### src/rtl/bsq_pkg.sv
package bsq_pkg;
   localparam int HDR_BYTES = 3;
   localparam int DLY_FLAG  = 7;
   localparam int DLY_VAL_W = 7;

   typedef enum logic [2:0] {
      PS_IDLE,
      PS_HDR0,
      PS_HDR1,
      PS_HDR2,
      PS_FIELD,
      PS_HOLE,
      PS_READY
   } parse_st_t;
endpackage

### src/rtl/bsq_stream_parser.sv
module bsq_stream_parser
   import bsq_pkg::*;
#(
   parameter int ADDR_W = 16,
   parameter int NSLOT  = 8,
   parameter bit DOWN   = 1'b0
) (
   input  logic                  clk,
   input  logic                  rst_n,
   input  logic                  go,
   input  logic [ADDR_W-1:0]     go_addr,
   input  logic                  take,
   output logic [ADDR_W-1:0]     rd_addr,
   input  logic [7:0]            rd_data,
   output logic                  ready,
   output logic [NSLOT*8-1:0]    fields,
   output logic [NSLOT-1:0]      vld_mask,
   output logic [DLY_VAL_W-1:0]  hole_dly
);
   localparam int FC_W = (NSLOT > 1) ? $clog2(NSLOT) : 1;
   localparam logic [FC_W-1:0] FC_LAST = FC_W'(NSLOT - 1);

   if (NSLOT < 1 || NSLOT > 8) begin : g_bad_nslot
      $error("bsq_stream_parser: NSLOT must be 1..8");
   end
   if (ADDR_W < 8) begin : g_bad_aw
      $error("bsq_stream_parser: ADDR_W must be at least 8");
   end

   parse_st_t                  state_q;
   logic [ADDR_W-1:0]          pc_q;
   logic [ADDR_W-1:0]          pc_next;
   logic [7:0]                 idx_q;
   logic [7:0]                 len_q;
   logic [7:0]                 op_end_q;
   logic [7:0]                 hole_end_q;
   logic [FC_W-1:0]            fcnt_q;
   logic [NSLOT-1:0][7:0]      fld_q;
   logic [DLY_VAL_W-1:0]       hole_q;
   logic                       hole_present;

   if (DOWN) begin : g_down
      assign rd_addr = pc_q - ADDR_W'(1) - ADDR_W'(idx_q);
      assign pc_next = pc_q - ADDR_W'(len_q);
   end else begin : g_up
      assign rd_addr = pc_q + ADDR_W'(idx_q);
      assign pc_next = pc_q + ADDR_W'(len_q);
   end

   assign hole_present = (op_end_q < hole_end_q) && (op_end_q < len_q);

   always_ff @(posedge clk) begin
      if (!rst_n) begin
         state_q    <= PS_IDLE;
         pc_q       <= '0;
         idx_q      <= '0;
         len_q      <= '0;
         op_end_q   <= '0;
         hole_end_q <= '0;
         fcnt_q     <= '0;
         fld_q      <= '0;
         hole_q     <= '0;
      end else if (go) begin
         state_q <= PS_HDR0;
         pc_q    <= go_addr;
         idx_q   <= '0;
         hole_q  <= '0;
      end else begin
         unique case (state_q)
            PS_HDR0: begin
               len_q   <= rd_data;
               hole_q  <= '0;
               idx_q   <= 8'd1;
               state_q <= PS_HDR1;
            end
            PS_HDR1: begin
               op_end_q <= rd_data;
               idx_q    <= 8'd2;
               state_q  <= PS_HDR2;
            end
            PS_HDR2: begin
               hole_end_q <= rd_data;
               idx_q      <= 8'(HDR_BYTES);
               fcnt_q     <= '0;
               state_q    <= PS_FIELD;
            end
            PS_FIELD: begin
               fld_q[fcnt_q] <= rd_data;
               fcnt_q        <= fcnt_q + FC_W'(1);
               idx_q         <= idx_q + 8'd1;
               if (fcnt_q == FC_LAST) begin
                  if (hole_present) begin
                     idx_q   <= op_end_q;
                     state_q <= PS_HOLE;
                  end else begin
                     state_q <= PS_READY;
                  end
               end
            end
            PS_HOLE: begin
               hole_q  <= rd_data[DLY_FLAG] ? rd_data[DLY_VAL_W-1:0] : '0;
               state_q <= PS_READY;
            end
            PS_READY: begin
               if (take) begin
                  pc_q    <= pc_next;
                  idx_q   <= '0;
                  state_q <= PS_HDR0;
               end
            end
            default: ;
         endcase
      end
   end

   assign ready    = (state_q == PS_READY);
   assign fields   = fld_q;
   assign hole_dly = hole_q;

   for (genvar i = 0; i < NSLOT; i++) begin : g_mask
      localparam logic [8:0] POS = 9'(HDR_BYTES + i);
      assign vld_mask[i] = (POS < {1'b0, op_end_q}) && (POS < {1'b0, len_q});
   end

   // restart reloads the counter from the entry address
   assert_go_reload_R1: assert property (@(posedge clk) disable iff (!rst_n)
      go |=> (rd_addr == (DOWN ? $past(go_addr) - ADDR_W'(1) : $past(go_addr))));

   // speculative field fetch walks one byte per cycle in the stream direction
   assert_field_walk_R4: assert property (@(posedge clk) disable iff (!rst_n)
      (state_q == PS_FIELD && $past(state_q) == PS_FIELD && !$past(go))
      |-> (rd_addr == (DOWN ? $past(rd_addr) - ADDR_W'(1) : $past(rd_addr) + ADDR_W'(1))));

   // a parsed bundle waits with its counter frozen until consumed
   assert_ready_hold_R3: assert property (@(posedge clk) disable iff (!rst_n)
      (ready && !take && !go) |=> (ready && $stable(rd_addr)));
endmodule

### src/rtl/bsq_delay_ctr.sv
module bsq_delay_ctr
   import bsq_pkg::*;
#(
   parameter int DLY_W = 8
) (
   input  logic                 clk,
   input  logic                 rst_n,
   input  logic                 go,
   input  logic                 issue,
   input  logic                 load_en,
   input  logic [DLY_VAL_W-1:0] load_val,
   output logic                 busy
);
   localparam logic [DLY_W-1:0] DLY_MAX = {DLY_W{1'b1}};

   if (DLY_W < DLY_VAL_W) begin : g_bad_dw
      $error("bsq_delay_ctr: DLY_W must hold a delay item");
   end

   logic [DLY_W-1:0] cnt_q;
   logic [DLY_W-1:0] base;
   logic [DLY_W:0]   sum;
   logic [DLY_W-1:0] cnt_d;

   assign busy = (cnt_q != '0);

   always_comb begin
      base  = (issue && busy) ? cnt_q - DLY_W'(1) : cnt_q;
      sum   = {1'b0, base} + (load_en ? (DLY_W+1)'(load_val) : '0);
      cnt_d = sum[DLY_W] ? DLY_MAX : sum[DLY_W-1:0];
   end

   always_ff @(posedge clk) begin
      if (!rst_n)   cnt_q <= '0;
      else if (go)  cnt_q <= '0;
      else          cnt_q <= cnt_d;
   end

   // each delaying issue retires exactly one owed cycle
   assert_delay_retire_R7: assert property (@(posedge clk) disable iff (!rst_n)
      (busy && issue && !load_en && !go) |=> (cnt_q == $past(cnt_q) - DLY_W'(1)));

   // a restart clears any owed delay
   assert_delay_flush_R1: assert property (@(posedge clk) disable iff (!rst_n)
      go |=> !busy);
endmodule

### src/rtl/bsq_stat_cnt.sv
module bsq_stat_cnt #(
   parameter int CNT_W = 16
) (
   input  logic             clk,
   input  logic             rst_n,
   input  logic             go,
   input  logic             issue,
   input  logic             up_dly,
   input  logic             dn_dly,
   output logic [CNT_W-1:0] stall_cnt,
   output logic [CNT_W-1:0] up_nop_cnt,
   output logic [CNT_W-1:0] dn_nop_cnt
);
   if (CNT_W < 2) begin : g_bad_cw
      $error("bsq_stat_cnt: CNT_W too small");
   end

   logic started_q;

   always_ff @(posedge clk) begin
      if (!rst_n) begin
         started_q  <= 1'b0;
         stall_cnt  <= '0;
         up_nop_cnt <= '0;
         dn_nop_cnt <= '0;
      end else begin
         if (go)                     started_q  <= 1'b1;
         if (started_q && !issue)    stall_cnt  <= stall_cnt + CNT_W'(1);
         if (issue && up_dly)        up_nop_cnt <= up_nop_cnt + CNT_W'(1);
         if (issue && dn_dly)        dn_nop_cnt <= dn_nop_cnt + CNT_W'(1);
      end
   end

   // the no-op counters move by at most one per cycle
   assert_nop_step_R9: assert property (@(posedge clk) disable iff (!rst_n)
      1'b1 |=> ((up_nop_cnt - $past(up_nop_cnt)) <= CNT_W'(1)
             && (dn_nop_cnt - $past(dn_nop_cnt)) <= CNT_W'(1)));

   // nothing counts before the first restart
   assert_idle_quiet_R10: assert property (@(posedge clk) disable iff (!rst_n)
      !started_q |-> (stall_cnt == '0));
endmodule

### src/rtl/bsq_dual_sequencer.sv
module bsq_dual_sequencer
   import bsq_pkg::*;
#(
   parameter int ADDR_W = 16,
   parameter int NSLOT  = 8,
   parameter int DLY_W  = 8,
   parameter int CNT_W  = 16
) (
   input  logic                clk,
   input  logic                rst_n,
   input  logic                go,
   input  logic [ADDR_W-1:0]   go_addr,
   output logic [ADDR_W-1:0]   up_rd_addr,
   input  logic [7:0]          up_rd_data,
   output logic [ADDR_W-1:0]   dn_rd_addr,
   input  logic [7:0]          dn_rd_data,
   output logic                issue_valid,
   output logic [NSLOT*8-1:0]  up_slots,
   output logic [NSLOT-1:0]    up_slot_vld,
   output logic [NSLOT*8-1:0]  dn_slots,
   output logic [NSLOT-1:0]    dn_slot_vld,
   output logic [CNT_W-1:0]    stall_cnt,
   output logic [CNT_W-1:0]    up_nop_cnt,
   output logic [CNT_W-1:0]    dn_nop_cnt
);
   localparam int NSTREAM = 2;

   logic [NSTREAM-1:0]                 ready_s;
   logic [NSTREAM-1:0]                 busy_s;
   logic [NSTREAM-1:0]                 take_s;
   logic [NSTREAM-1:0][DLY_VAL_W-1:0]  hole_s;
   logic [NSTREAM-1:0][NSLOT-1:0]      mask_s;
   logic [NSTREAM-1:0][NSLOT*8-1:0]    fld_s;
   logic [NSTREAM-1:0][ADDR_W-1:0]     addr_s;
   logic [NSTREAM-1:0][7:0]            data_s;
   logic                               issue;

   assign data_s[0] = up_rd_data;
   assign data_s[1] = dn_rd_data;

   assign issue  = !go && (&(ready_s | busy_s));
   assign take_s = {NSTREAM{issue}} & ~busy_s;

   for (genvar s = 0; s < NSTREAM; s++) begin : g_stream
      bsq_stream_parser #(
         .ADDR_W (ADDR_W),
         .NSLOT  (NSLOT),
         .DOWN   (s == 1)
      ) u_parse (
         .clk      (clk),
         .rst_n    (rst_n),
         .go       (go),
         .go_addr  (go_addr),
         .take     (take_s[s]),
         .rd_addr  (addr_s[s]),
         .rd_data  (data_s[s]),
         .ready    (ready_s[s]),
         .fields   (fld_s[s]),
         .vld_mask (mask_s[s]),
         .hole_dly (hole_s[s])
      );

      bsq_delay_ctr #(
         .DLY_W (DLY_W)
      ) u_dly (
         .clk      (clk),
         .rst_n    (rst_n),
         .go       (go),
         .issue    (issue),
         .load_en  (take_s[NSTREAM-1-s]),
         .load_val (hole_s[NSTREAM-1-s]),
         .busy     (busy_s[s])
      );
   end

   bsq_stat_cnt #(
      .CNT_W (CNT_W)
   ) u_stat (
      .clk        (clk),
      .rst_n      (rst_n),
      .go         (go),
      .issue      (issue),
      .up_dly     (busy_s[0]),
      .dn_dly     (busy_s[1]),
      .stall_cnt  (stall_cnt),
      .up_nop_cnt (up_nop_cnt),
      .dn_nop_cnt (dn_nop_cnt)
   );

   assign up_rd_addr  = addr_s[0];
   assign dn_rd_addr  = addr_s[1];
   assign issue_valid = issue;
   assign up_slots    = fld_s[0];
   assign dn_slots    = fld_s[1];
   assign up_slot_vld = take_s[0] ? mask_s[0] : '0;
   assign dn_slot_vld = take_s[1] ? mask_s[1] : '0;

   // no instruction can issue in the cycle right after a restart
   assert_no_issue_after_go_R1: assert property (@(posedge clk) disable iff (!rst_n)
      $past(go) |-> !issue_valid);

   // a valid slot appears only on an issue cycle
   assert_slots_need_issue_R5: assert property (@(posedge clk) disable iff (!rst_n)
      ((up_slot_vld != '0) || (dn_slot_vld != '0)) |-> issue_valid);

   // a stream that spends an issue delaying keeps its parsed bundle and counter
   assert_delay_hold_R7: assert property (@(posedge clk) disable iff (!rst_n)
      (issue && busy_s[0] && ready_s[0]) |=> (ready_s[0] && $stable(up_rd_addr)));
endmodule

### config.mk
export PLATFORM = sky130hd
export DESIGN_NAME = bsq_dual_sequencer
export DESIGN_NICKNAME = d
export VERILOG_FILES = /design/src/rtl/bsq_pkg.sv /design/src/rtl/bsq_stream_parser.sv /design/src/rtl/bsq_delay_ctr.sv /design/src/rtl/bsq_stat_cnt.sv /design/src/rtl/bsq_dual_sequencer.sv
export SDC_FILE = /design/constraint.sdc
export NUM_CORES = 1
export LEC_CHECK = 0
export ABC_CLOCK_PERIOD_IN_PS = 4550
export BUFFER_PORTS_ARGS = -buffer_cell sky130_fd_sc_hd__buf_2
export CELL_PAD_IN_SITES_DETAIL_PLACEMENT = 0
export CELL_PAD_IN_SITES_GLOBAL_PLACEMENT = 2
export CORE_MARGIN = 2
export CORE_UTILIZATION = 25
export DETAILED_ROUTE_END_ITERATION = 16
export PLACE_DENSITY_LB_ADDON = 0.1
export RECOVER_POWER = 25
export SLEW_MARGIN = 20
export SYNTH_ARGS = -nofsm -noshare
export SYNTH_HDL_FRONTEND = slang
export SYNTH_SLANG_ARGS = --single-unit
### constraint.sdc
create_clock -name clk -period 4.55 [get_ports clk]
set_input_delay 0.91 -clock clk [delete_from_list [all_inputs] [get_ports clk]]
set_output_delay 0.91 -clock clk [all_outputs]
set_load 0.02 [all_outputs]
Word level (Yosys, flattened, before mapping) --
Cells that the tools add are included. W data, S select, Z words.
Storage, ports and cells: input bits 35, word-level logic and storage cells 229, flip-flop bits (word level) 315
Operators by class: equal/unequal tests 22, order comparisons 40, bitwise logic cells 5, muxes and demuxes 44, add/subtract/negate cells 16, reduce and logical (&&, ||, !) cells 62
Operator list (number):
- $bwmux W64 | 2
- $lt A3 B8 Y1 const A | 16
- $mux W8 | 14
- $lt A4 B8 Y1 const A | 12
- $mux W16 | 6
- $pmux W8 S5 | 2
- $add A16 B1 Y16 const B | 3
- $demux W8 S3 | 2
- $pmux W3 S6 | 2
- $add A16 B8 Y16 | 2
- $lt A2 B8 Y1 const A | 4
- $lt A8 B8 Y1 | 4
- $sub A16 B8 Y16 | 2
- $reduce_and A2 Y1 | 15
- $mux W7 | 4
- $pmux W7 S2 | 2
- $eq A3 B3 Y1 const B | 8
- $logic_and A1 B1 Y1 | 24
- $add A8 B9 Y9 | 2
- $add A8 B1 Y8 const B | 2
- $reduce_bool A2 Y1 | 8
- $reduce_bool A8 Y1 | 2
- $sub A16 B1 Y16 const B | 1
- $sub A8 B1 Y8 const B | 2
- other kinds (23) | 48

Depth between registers and ports, before layout --
Gate-level depths: netlist of run 1.
word-level depth 8, gate-level depth with buffers 17, mapped depth without buffers 16

Modules after synthesis --
From an unflattened synthesis of run 1, not the netlist that was laid out.
Second synthesis, totals: cells, all modules 1939, area total of the unflattened synthesis 17013.8 µm²
Modules (own cells, without submodules):
- bsq_stream_parser (g_stream[1].u_parse) | instances 1, area each 6510.0 µm², cells an instance 739, seq. area each 2502.4 µm²
- bsq_stream_parser (g_stream[0].u_parse) | instances 1, area each 6476.2 µm², cells an instance 722, seq. area each 2502.4 µm²
- bsq_stat_cnt | instances 1, area each 2179.6 µm², cells an instance 254, seq. area each 980.9 µm²
- bsq_delay_ctr | instances 2, area each 777.0 µm², cells an instance 91, seq. area each 160.2 µm²
- bsq_dual_sequencer | instances 1, area each 294.0 µm², cells an instance 42, seq. area each 0.0 µm²

Worst setup path before layout of run 1 --
No wires, ideal clock.
kind input-to-output, from input go, to output dn_slot_vld[5], path buffers 2, required time 3.640 ns, stages 7, path slack 0.648 ns, data arrival time 2.992 ns, path through clkbuf_1 -> nor2_1 -> nand3_1 -> or2_2 -> clkbuf_1 -> or3_1 -> a221oi_1
On the way: longest elaborated chain between the ends 4
RTL lines:
- from (decl) | RTL line bsq_dual_sequencer.sv:11 | input logic go,
- $logic_not A1 Y1 | RTL line bsq_dual_sequencer.sv:41 | assign issue = !go && (&(ready_s | busy_s));
- $logic_and A1 B1 Y1 | RTL line bsq_dual_sequencer.sv:41
- $and A2 B2 Y2 | RTL line bsq_dual_sequencer.sv:42 | assign take_s = {NSTREAM{issue}} & ~busy_s;
- $mux W8 | RTL line bsq_dual_sequencer.sv:96 | assign dn_slot_vld = take_s[1] ? mask_s[1] : '0;
- to (decl) | RTL line bsq_dual_sequencer.sv:21 | output logic [NSLOT-1:0] dn_slot_vld,
Every way passes these cells.

Final worst setup path of run 1 --
from register g_stream[1].u_dly.cnt_q[0], to output dn_slot_vld[5]
On the way: longest elaborated chain between the ends 6
RTL lines:
- from (decl) | RTL line bsq_delay_ctr.sv:20 | logic [DLY_W-1:0] cnt_q;
- from (signal assigned) | RTL line bsq_delay_ctr.sv:36 | else cnt_q <= cnt_d;
- $reduce_bool A8 Y1 (*) | RTL line bsq_delay_ctr.sv:25 | assign busy = (cnt_q != '0);
- $or A2 B2 Y2 | RTL line bsq_dual_sequencer.sv:41
- $reduce_and A2 Y1 | RTL line bsq_dual_sequencer.sv:41
- $logic_and A1 B1 Y1 | RTL line bsq_dual_sequencer.sv:41
- $and A2 B2 Y2 (*) | RTL line bsq_dual_sequencer.sv:42
- $mux W8 (*) | RTL line bsq_dual_sequencer.sv:96
Mark *: on every way between the ends. The rest lies on a longest branch, timed or not.

==> impl_metrics.ini, run 1 <==
[status]
status = finished, violations left
violations = max-capacitance violations, max-slew violations

[cells_and_area]
area_delta_synth_final_pct = 21.3
nets = 2260
final_cell_mix = dfxtp_1 (315), nor2_1 (265), nand2_1 (224)
stdcell_area_um2 = 19200
antenna_cells = 0
final_common_cell = dfxtp_1
drive_gt1_share_pct = 13.3

[clocking]
ctsHoldBuffers = 0
cts-root-buf = clkbuf_16
cts_made_buffers = 41
htreeDepth = 2
clock_latency_ns = 0.56
numClockSinks = 315
cts_buffer_depth = 3
cts_tree = built
path_clk_slew_ns = 0.05

[setup_path]
crit_arrival_ns = 3.29
crit_fanout = 11
end_kind = output port
required_ns = 3.64
critPathKind = reg2out
worstSetupStartpointType = flip-flop

[yosys]
synth_cells = 1899
ys.flop_type = dfxtp_1
synth_cell_types = 70
synth.top_cell.area_share_pct = 39.7
seq_area_frac_synth_pct = 39.7
post_synth_instance_area_um2 = 15900
synth_area_leaders = dfxtp_1 (40%), mux2i_1 (7.8%), ha_1 (6.7%)
async_flop_share_pct = 0
ys_ff_latch = 315
synthesis.nets = 2025
synth_top_cell_by_area = dfxtp_1
synth_edf_count = 0
ys.warnings.count = 0
syn_area_per_cell_um2 = 8.36

[sta]
rsz0062_at_grt = no
tightest_slew_ns = 2.17
finalHoldViolCount = 0
clock_skew_ns = 0.0174
fmax_mhz = 238
max_slew_margin_pct = -44.7
setup_viol_count_final = 0
fin_ws_ns = 0.350
finalCritPeriodShare_pct = 92.3
hold_ws_ns = 0.455
slew_violations = 320
fin_tns_setup_ns = 0
fin_crit_ns = 4.20

[floorplan]
rows = 92
fp.dieArea_um2 = 65500
io_pins = 260
floorplan.die.width_um = 256
die_y_um = 256
initial_utilization_pct = 25.2
core_region_area_um2 = 63000

[global_routing]
met2_usage_pct = 27.0
antenna_found_initial = 0
grt_max_degree = 167
first_global_vias = 13700
busiest_layer = met2
grt_use_total_pct = 16.3
use_met3_pct = 3.19
grt_overflow_total = 0
grt_pass1_wl_mm = 84.1
use_met1_pct = 21.9

[detailed_routing]
via_per_inst = 4.61
firstDrtPassIters = 5
totalWireLength_mm = 54.8
drtAntennaViolNets = 0
routedWlPerCell_um = 18.2
num_vias = 13900
first_iter_violations = 638
route.detailed.drc = 0

[placement]
dp_hpwl_mm = 39.2
gp_congestion = 0.789
port_buffers = 259
pre_cts_ws_ns = 0.488
dpl-instance-area_um2 = 18100

[power_and_ir_drop]
total_leakage_power_nw = 7.87
p_per_area_nw_per_um2 = 338
total_power_mw = 6.50
vdd_drop_max_mv = 0.226

[min_path]
worstHoldPathType = reg2reg

[run]
cap_violations = 4
==> cell families after synthesis <==
kind of cell | after synthesis | synth area share (%)
and+or+nand+nor | 723 | 20.7
adders and majority gates | 91 | 7.46
AOI/OAI and AO/OA | 369 | 14.4
muxes | 126 | 7.97
xor gates and xnor gates | 100 | 5.52
DFF | 315 | 39.7
buffers and inverters | 175 | 4.23
==> critical path, cell delays in order, from the launching register on <==
cell	delay (ns)
dfxtp_1	0.31
inv_1	0.08
ha_1	0.17
nor2b_1	0.26
and3_1	0.29
nand3_1	0.21
or2_2	0.49
or3_1	0.46
a221oi_1	0.24
buf_2	0.22
==> layout make-up <==
type                       instances  area (um^2)
fill                            6862        43700
inverter                          80          304
multi-input combinational       1409         8900
clock inverter                     9         63.8
clock buffer                      63         1230
sequential                       315         6310
tap                              846         1060
timing repair buffer             287         1380
==> state kept, by name, summed over array words and instances, names as in the netlist, 6 cells and up <==
signal,count
g_stream.u_parse.idx_q,16
u_stat.stall_cnt,16
g_stream.u_parse.fields,128
u_stat.up_nop_cnt,16
u_stat.dn_nop_cnt,16
g_stream.u_parse.pc_q,32
g_stream.u_parse.hole_dly,14
g_stream.u_parse.hole_end_q,16
g_stream.u_parse.fcnt_q,6
g_stream.u_parse.len_q,16
g_stream.u_dly.cnt_q,16
g_stream.u_parse.state_q,6
g_stream.u_parse.op_end_q,16
==> power by group <==
part           leakage (nW)  switching [mW]  internal [mW]
registers              2.55          0.0417           2.79
logic                  4.69           0.351          0.170
clock network         0.629            1.30           1.86
==> per-layer routing <==
metal  vias up  part of all wire [%]
li1       7034                     -
met1      6537                    48
met2       231                    46
met3        57                   4.2
met4         0                   1.6
met5         -                     0
==> through the flow <==
| step | util (%) | std cells |
|---|---|---|
| 5_1_grt | 30.6 | 3009 |
| 4_1_cts | 30.8 | 3009 |
| 6_report | 30.6 | 3009 |
| 3_5_place_dp | 28.7 | 2937 |
| 2_1_floorplan | - | 1899 |
| 3_3_place_gp | 28.7 | 2937 |
==> synth_stat cells (15+ instances only) <==
library cell and instances:
nand2_1 224, a22oi_1 21, o21ai_0 72, inv_1 79, clkbuf_1 81, nor2_1 266
ha_1 85, dfxtp_1 315, or3_1 15, a21oi_1 146, nand4_1 21, nor2b_1 19
and3_1 15, mux2i_1 123, xnor2_1 46, nand3_1 51, and2_1 26, xor2_1 54
nor3_1 30
==> worst paths after layout <==
path,start,to,slack [ns],depth (start not counted)
setup / recovery,g_stream[1].u_dly.cnt_q[0],dn_slot_vld[5],0.35,9
hold / removal,g_stream[1].u_parse.hole_end_q[7],g_stream[1].u_parse.hole_end_q[7],0.45,2
setup reg to reg,g_stream[0].u_dly.cnt_q[0],g_stream[1].u_dly.cnt_q[5],0.68,14
hold reg to reg,g_stream[1].u_parse.hole_end_q[7],g_stream[1].u_parse.hole_end_q[7],0.45,2
==> what timing repair did <==
action	CTS	global route
setup buffers	0	0
gates resized for setup	0	2
setup endpoints to repair	0	7
(Power assumes the default switching activity.)
==> run 2: changes to the inputs <==
Settings changed: ABC_AREA from default to 1, SLEW_MARGIN 20 to 15.
==> impl_metrics.ini, run 2 <==
[status]
status = finished, violations left
violations = max-capacitance violations, max-slew violations

[sta]
rsz0062_at_grt = no
fin_ws_ns = 0.569
slew_violations = 83
finalCritPeriodShare_pct = 87.5
finalHoldViolCount = 0
tightest_slew_ns = 3.08
setup_viol_count_final = 0
fmax_mhz = 251
fin_crit_ns = 3.98
fin_tns_setup_ns = 0
max_slew_margin_pct = -106
clock_skew_ns = 0.0181

[yosys]
ys.flop_type = dfxtp_1
synthAdderAreaFrac_pct = 7.01
synth_compound_area_share_pct = 15.8
syn_area_per_cell_um2 = 7.08
synthesis.nets = 2508
synth_top_cell_by_area = dfxtp_1
yosys.area_share.simple_pct = 26.7
yosysMostFrequentCell = nor2_1
seq_area_frac_synth_pct = 37.4
synth_xor_area_share_pct = 4.62
synth_edf_count = 0
ys_ff_latch = 315
synth_area_leaders = dfxtp_1 (37%), nor2_1 (9.3%), nand2_1 (8.7%)
synth_cells = 2382
async_flop_share_pct = 0
post_synth_instance_area_um2 = 16900
synth_mux_area_share_pct = 0
synth_cell_types = 58
synth_top_family_by_area = simple AND/OR/NAND/NOR gates
synth.top_cell.area_share_pct = 37.4
synth.cells.most_frequent = nor2_1 (420), nand2_1 (389), dfxtp_1 (315), inv_1 (245), o21ai_0 (233)
ys.warnings.count = 0

[detailed_routing]
routedWlPerCell_um = 17.2
route.detailed.drc = 0
wl_met3_mm = 2.12
first_iter_violations = 591
num_vias = 15900
drtAntennaViolNets = 0
wl_met1_mm = 28.5
top_layer = met5
via_per_inst = 4.51
totalWireLength_mm = 60.5
route.met2.wl_mm = 29.0
firstDrtPassIters = 5

[floorplan]
core_region_area_um2 = 67000
fp.dieArea_um2 = 69600
io_pins = 260
die_y_um = 264
initial_utilization_pct = 25.2
floorplan.die.width_um = 264
rows = 95

[setup_path]
slowest_delay_ns = 0.55
r2r_start = g_stream[1].u_parse.state_q[1]
critPathKind = reg2out
worst_path_most_repeated_cell = nor2_1
crit_arrival_ns = 3.07
slowest_stage = o21ai_0
worstSetupStartpointType = flip-flop
r2r_cells = 15
crit_fanout = 5
path_delay_family = adder cells
path_cells = ha_1, inv_1, fa_1, nand3b_1, nor2_1, nor2_1, o21ai_0, nand3_1, xor2_1, buf_2
reg2reg_slack_ns = 0.72
worst-path-buf-inv = 2
required_ns = 3.64
end_kind = output port
cp_num_cells = 10
regToRegEndpoint = g_stream[0].u_dly.cnt_q[7]

[global_routing]
antenna_found_initial = 1
grt_overflow_total = 0
grt_max_degree = 215
grt_pass1_wl_mm = 93.3
first_global_vias = 15500
grt_use_total_pct = 17.1

[cells_and_area]
final_cell_mix = nor2_1 (423), nand2_1 (392), dfxtp_1 (315)
area_delta_synth_final_pct = 19.8
final_util_pct = 30.1
drive_gt1_share_pct = 12.7
nets = 2743
antenna_cells = 0
stdcell_area_um2 = 20200
largest_register_ffs = 128
fillers = 7544
final_common_cell = nor2_1

[placement]
dpl-instance-area_um2 = 19000
gp_congestion = 0.829
dp_hpwl_mm = 43.7
port_buffers = 259
pre_cts_ws_ns = 0.847

[power_and_ir_drop]
total_power_mw = 7.30
vdd_drop_max_mv = 0.212
p_per_area_nw_per_um2 = 361
total_leakage_power_nw = 8.65

[clocking]
cts_made_buffers = 43
ctsHoldBuffers = 0
cts_tree = built
htreeDepth = 2
post_cts_resized = 0
path_clk_slew_ns = 0.05
post_cts_buffers = 0
clock_latency_ns = 0.57
cts_buffer_depth = 3
cts-root-buf = clkbuf_16
numClockSinks = 315

[run]
cap_violations = 2

[min_path]
min_to = u_stat.started_q
worstHoldPathType = reg2reg
hp-start = u_stat.started_q
whs_path_depth = 2
run 2: cell types whose count changed after synthesis, sizes merged, moves of 20 or more:
cell,delta
inv,+192
o21ai,+167
mux2i,-123
nor2,+171
and2,-26
a21oi,+47
nand3,+47
xnor2,-22
nand2,+180
a22oi,-20
run 2: cell type report:
| type | instances | area [um^2] | share of cell area [%] |
|---|---|---|---|
| Clock buffer | 65 | 1260 | 6.24 |
| Clock inverter | 10 | 143 | 0.706 |
| Inverter | 281 | 1070 | 5.27 |
| Multi-Input combinational cell | 1706 | 9050 | 44.8 |
| Sequential cell | 315 | 6310 | 31.2 |
| Tap cell | 873 | 1090 | 5.40 |
| Timing Repair Buffer | 270 | 1290 | 6.40 |
run 2: layer usage:
layer	up-vias	global-route usage [%]
met1	7394	22.4
li1	8222	-
met4	2	3.10
met3	58	2.82
met2	199	29.8
met5	-	0
run 2: stage by stage:
stage	cells	hold slack, ns
3_3_place_gp	3445	0.453
2_1_floorplan	2382	0.435
4_1_cts	3520	0.468
6_report	3520	0.464
5_1_grt	3520	0.487
3_5_place_dp	3445	0.457
run 2: worst max-delay path by stage:
stage / startpoint / endpoint / slack [ns]
final: g_stream[0].u_parse.idx_q[0] / up_rd_addr[14] / 0.57
after floorplan: go / g_stream[0].u_dly.cnt_q[7] / 1.44
after global placement: go / g_stream[1].u_dly.cnt_q[7] / 0.83
after detailed placement: go / g_stream[1].u_dly.cnt_q[7] / 0.85
after CTS: g_stream[0].u_parse.idx_q[0] / up_rd_addr[14] / 0.50
after global routing: g_stream[0].u_parse.idx_q[0] / up_rd_addr[14] / 0.22
run 2: cells by family after synthesis:
logic type	count (synthesis)
buf+inv	361
fa+ha+maj	91
simple gates	1030
compound gates	496
xor+xnor	89
flops	315
run 2: worst reg2reg max path: stages, from the launching register on:
cell and delay, ns:
dfxtp_1 0.48, inv_2 0.10, nor2_2 0.12, nand2_2 0.16
nand4_4 0.16, nand3_1 0.69, xor2_1 0.38, ha_1 0.29
fa_1 0.41, nand3_1 0.11, nand2_1 0.08, a21oi_1 0.13
o21ai_0 0.14, a21o_1 0.22, nor3_1 0.18, nor2_1 0.05
run 2: power breakdown:
| group | internal, mW | switching [mW] | total [mW] |
|---|---|---|---|
| Clock | 2.08 | 1.36 | 3.44 |
| Combinational | 0.295 | 0.670 | 0.965 |
| Sequential | 2.82 | 0.0744 | 2.89 |
==> run 3: changes to the inputs <==
Settings changed: PLACE_DENSITY_LB_ADDON 0.1 to 0.3.
==> impl_metrics.ini, run 3 (synthesis results as in run 2) <==
[floorplan]
rows = 95
io_pins = 260
die_y_um = 264
fp.dieArea_um2 = 69600
core_region_area_um2 = 67000
floorplan.die.width_um = 264
initial_utilization_pct = 25.2

[global_routing]
antenna_found_initial = 1
grt_use_total_pct = 16.3
grt_pass1_wl_mm = 90.2
first_global_vias = 15700
grt_max_degree = 104
grt_overflow_total = 0

[run]
cap_violations = 2

[cells_and_area]
final_common_cell = nor2_1
largest_register_ffs = 128
final_util_pct = 30.1
stdcell_area_um2 = 20200
drive_gt1_share_pct = 12.5
final_cell_mix = nor2_1 (422), nand2_1 (393), dfxtp_1 (315)
nets = 2742
area_delta_synth_final_pct = 19.6

[detailed_routing]
totalWireLength_mm = 57.7
num_vias = 16000
firstDrtPassIters = 5
route.detailed.drc = 0
drtAntennaViolNets = 0
via_per_inst = 4.54
first_iter_violations = 736
routedWlPerCell_um = 16.4

[power_and_ir_drop]
total_leakage_power_nw = 8.58
vdd_drop_max_mv = 0.212
p_per_area_nw_per_um2 = 359

[sta]
clock_skew_ns = 0.0258
fmax_mhz = 247
fin_ws_ns = 0.499
fin_crit_ns = 4.05
tightest_slew_ns = 3.24
setup_viol_count_final = 0
slew_violations = 83
finalCritPeriodShare_pct = 89.0
max_slew_margin_pct = -116
fin_tns_setup_ns = 0
rsz0062_at_grt = no
finalHoldViolCount = 0

[setup_path]
critPathKind = reg2out
worst-path-buf-inv = 2
end_kind = output port
crit_fanout = 5
worst_path_most_repeated_cell = nor2_1
worstSetupStartpointType = flip-flop
path_delay_family = adder cells
required_ns = 3.64
slowest_stage = o21ai_0
slowest_delay_ns = 0.60
crit_arrival_ns = 3.14
path_cells = ha_1, inv_1, fa_1, nand3b_1, nor2_1, nor2_1, o21ai_0, nand3_1, xor2_1, buf_2

[clocking]
clock_latency_ns = 0.58
htreeDepth = 2
cts_tree = built
numClockSinks = 315
cts-root-buf = clkbuf_16
post_cts_buffers = 0
cts_buffer_depth = 3
path_clk_slew_ns = 0.06
ctsHoldBuffers = 0
post_cts_resized = 0
cts_made_buffers = 42

[placement]
port_buffers = 259
pre_cts_ws_ns = 0.928
dp_hpwl_mm = 41.6
dpl-instance-area_um2 = 19000
gp_congestion = 0.820

[status]
violations = max-capacitance violations, max-slew violations
status = finished, violations left

[min_path]
worstHoldPathType = reg2reg
-- run 3: cell count changes in the layout (fill, tap and decap cells not counted), moves of 2 or more --
| cell | previous run | this run |
|---|---|---|
| buf_2 | 187 | 175 |
| clkbuf_1 | 88 | 93 |
| clkinv_2 | 9 | 13 |
| clkbuf_16 | 45 | 42 |
| clkinvlp_2 | 1 | 3 |
| inv_1 | 251 | 249 |
-- run 3: power by group --
part	internal (mW)	leakage [nW]	switching [mW]
sequential	2.82	2.55	0.0730
combinational	0.295	5.34	0.662
clock	2.04	0.689	1.35
-- run 3: per-layer routing --
layer / vias up / global-route usage, % / wire, um
li1: 8231 / - / -
met1: 7415 / 20.8 / 26400
met2: 278 / 28.4 / 27800
met3: 72 / 2.80 / 2350
met4: 0 / 4.01 / 1130
met5: - / 0 / 0
-- run 3: final cells by class --
| class | count | area, um^2 |
|---|---|---|
| diodes | 1 | 2.50 |
| clock inverters | 18 | 221 |
| repair buffers | 270 | 1270 |
| flip-flops and latches | 315 | 6310 |
| clock buffers | 56 | 1170 |
| multi-input cells | 1706 | 9050 |
| well taps | 873 | 1090 |
| inverters | 281 | 1060 |
| fillers | 7434 | 46900 |
-- run 3: path summary, 6_finish.rpt --
kind | startpoint | endpoint | slack (ns) | cells past startpoint
max | g_stream[0].u_parse.idx_q[0] | up_rd_addr[14] | 0.50 | 10
min | g_stream[0].u_parse.hole_end_q[1] | g_stream[0].u_parse.hole_end_q[1] | 0.46 | 2
max reg2reg | g_stream[1].u_parse.state_q[1] | g_stream[0].u_dly.cnt_q[7] | 0.83 | 15
min reg2reg | g_stream[0].u_parse.hole_end_q[1] | g_stream[0].u_parse.hole_end_q[1] | 0.46 | 2
-- run 3: metrics by stage --
step                std cells  hold WS [ns]  power [mW]
floorplan                2382         0.435        3.61
global placement         3445         0.454        3.92
detailed placement       3445         0.456        3.92
CTS                      3519         0.465        7.38
global route             3520         0.480        7.62
finish                   3520         0.461        7.25
-- run 3: worst min-delay path: cells and delay by family (launching register included) --
family / cells / cell delay (ns)
DFF: 1 / 0.30
buffers and inverters: 1 / 0.06
AOI/OAI and AO/OA: 1 / 0.06
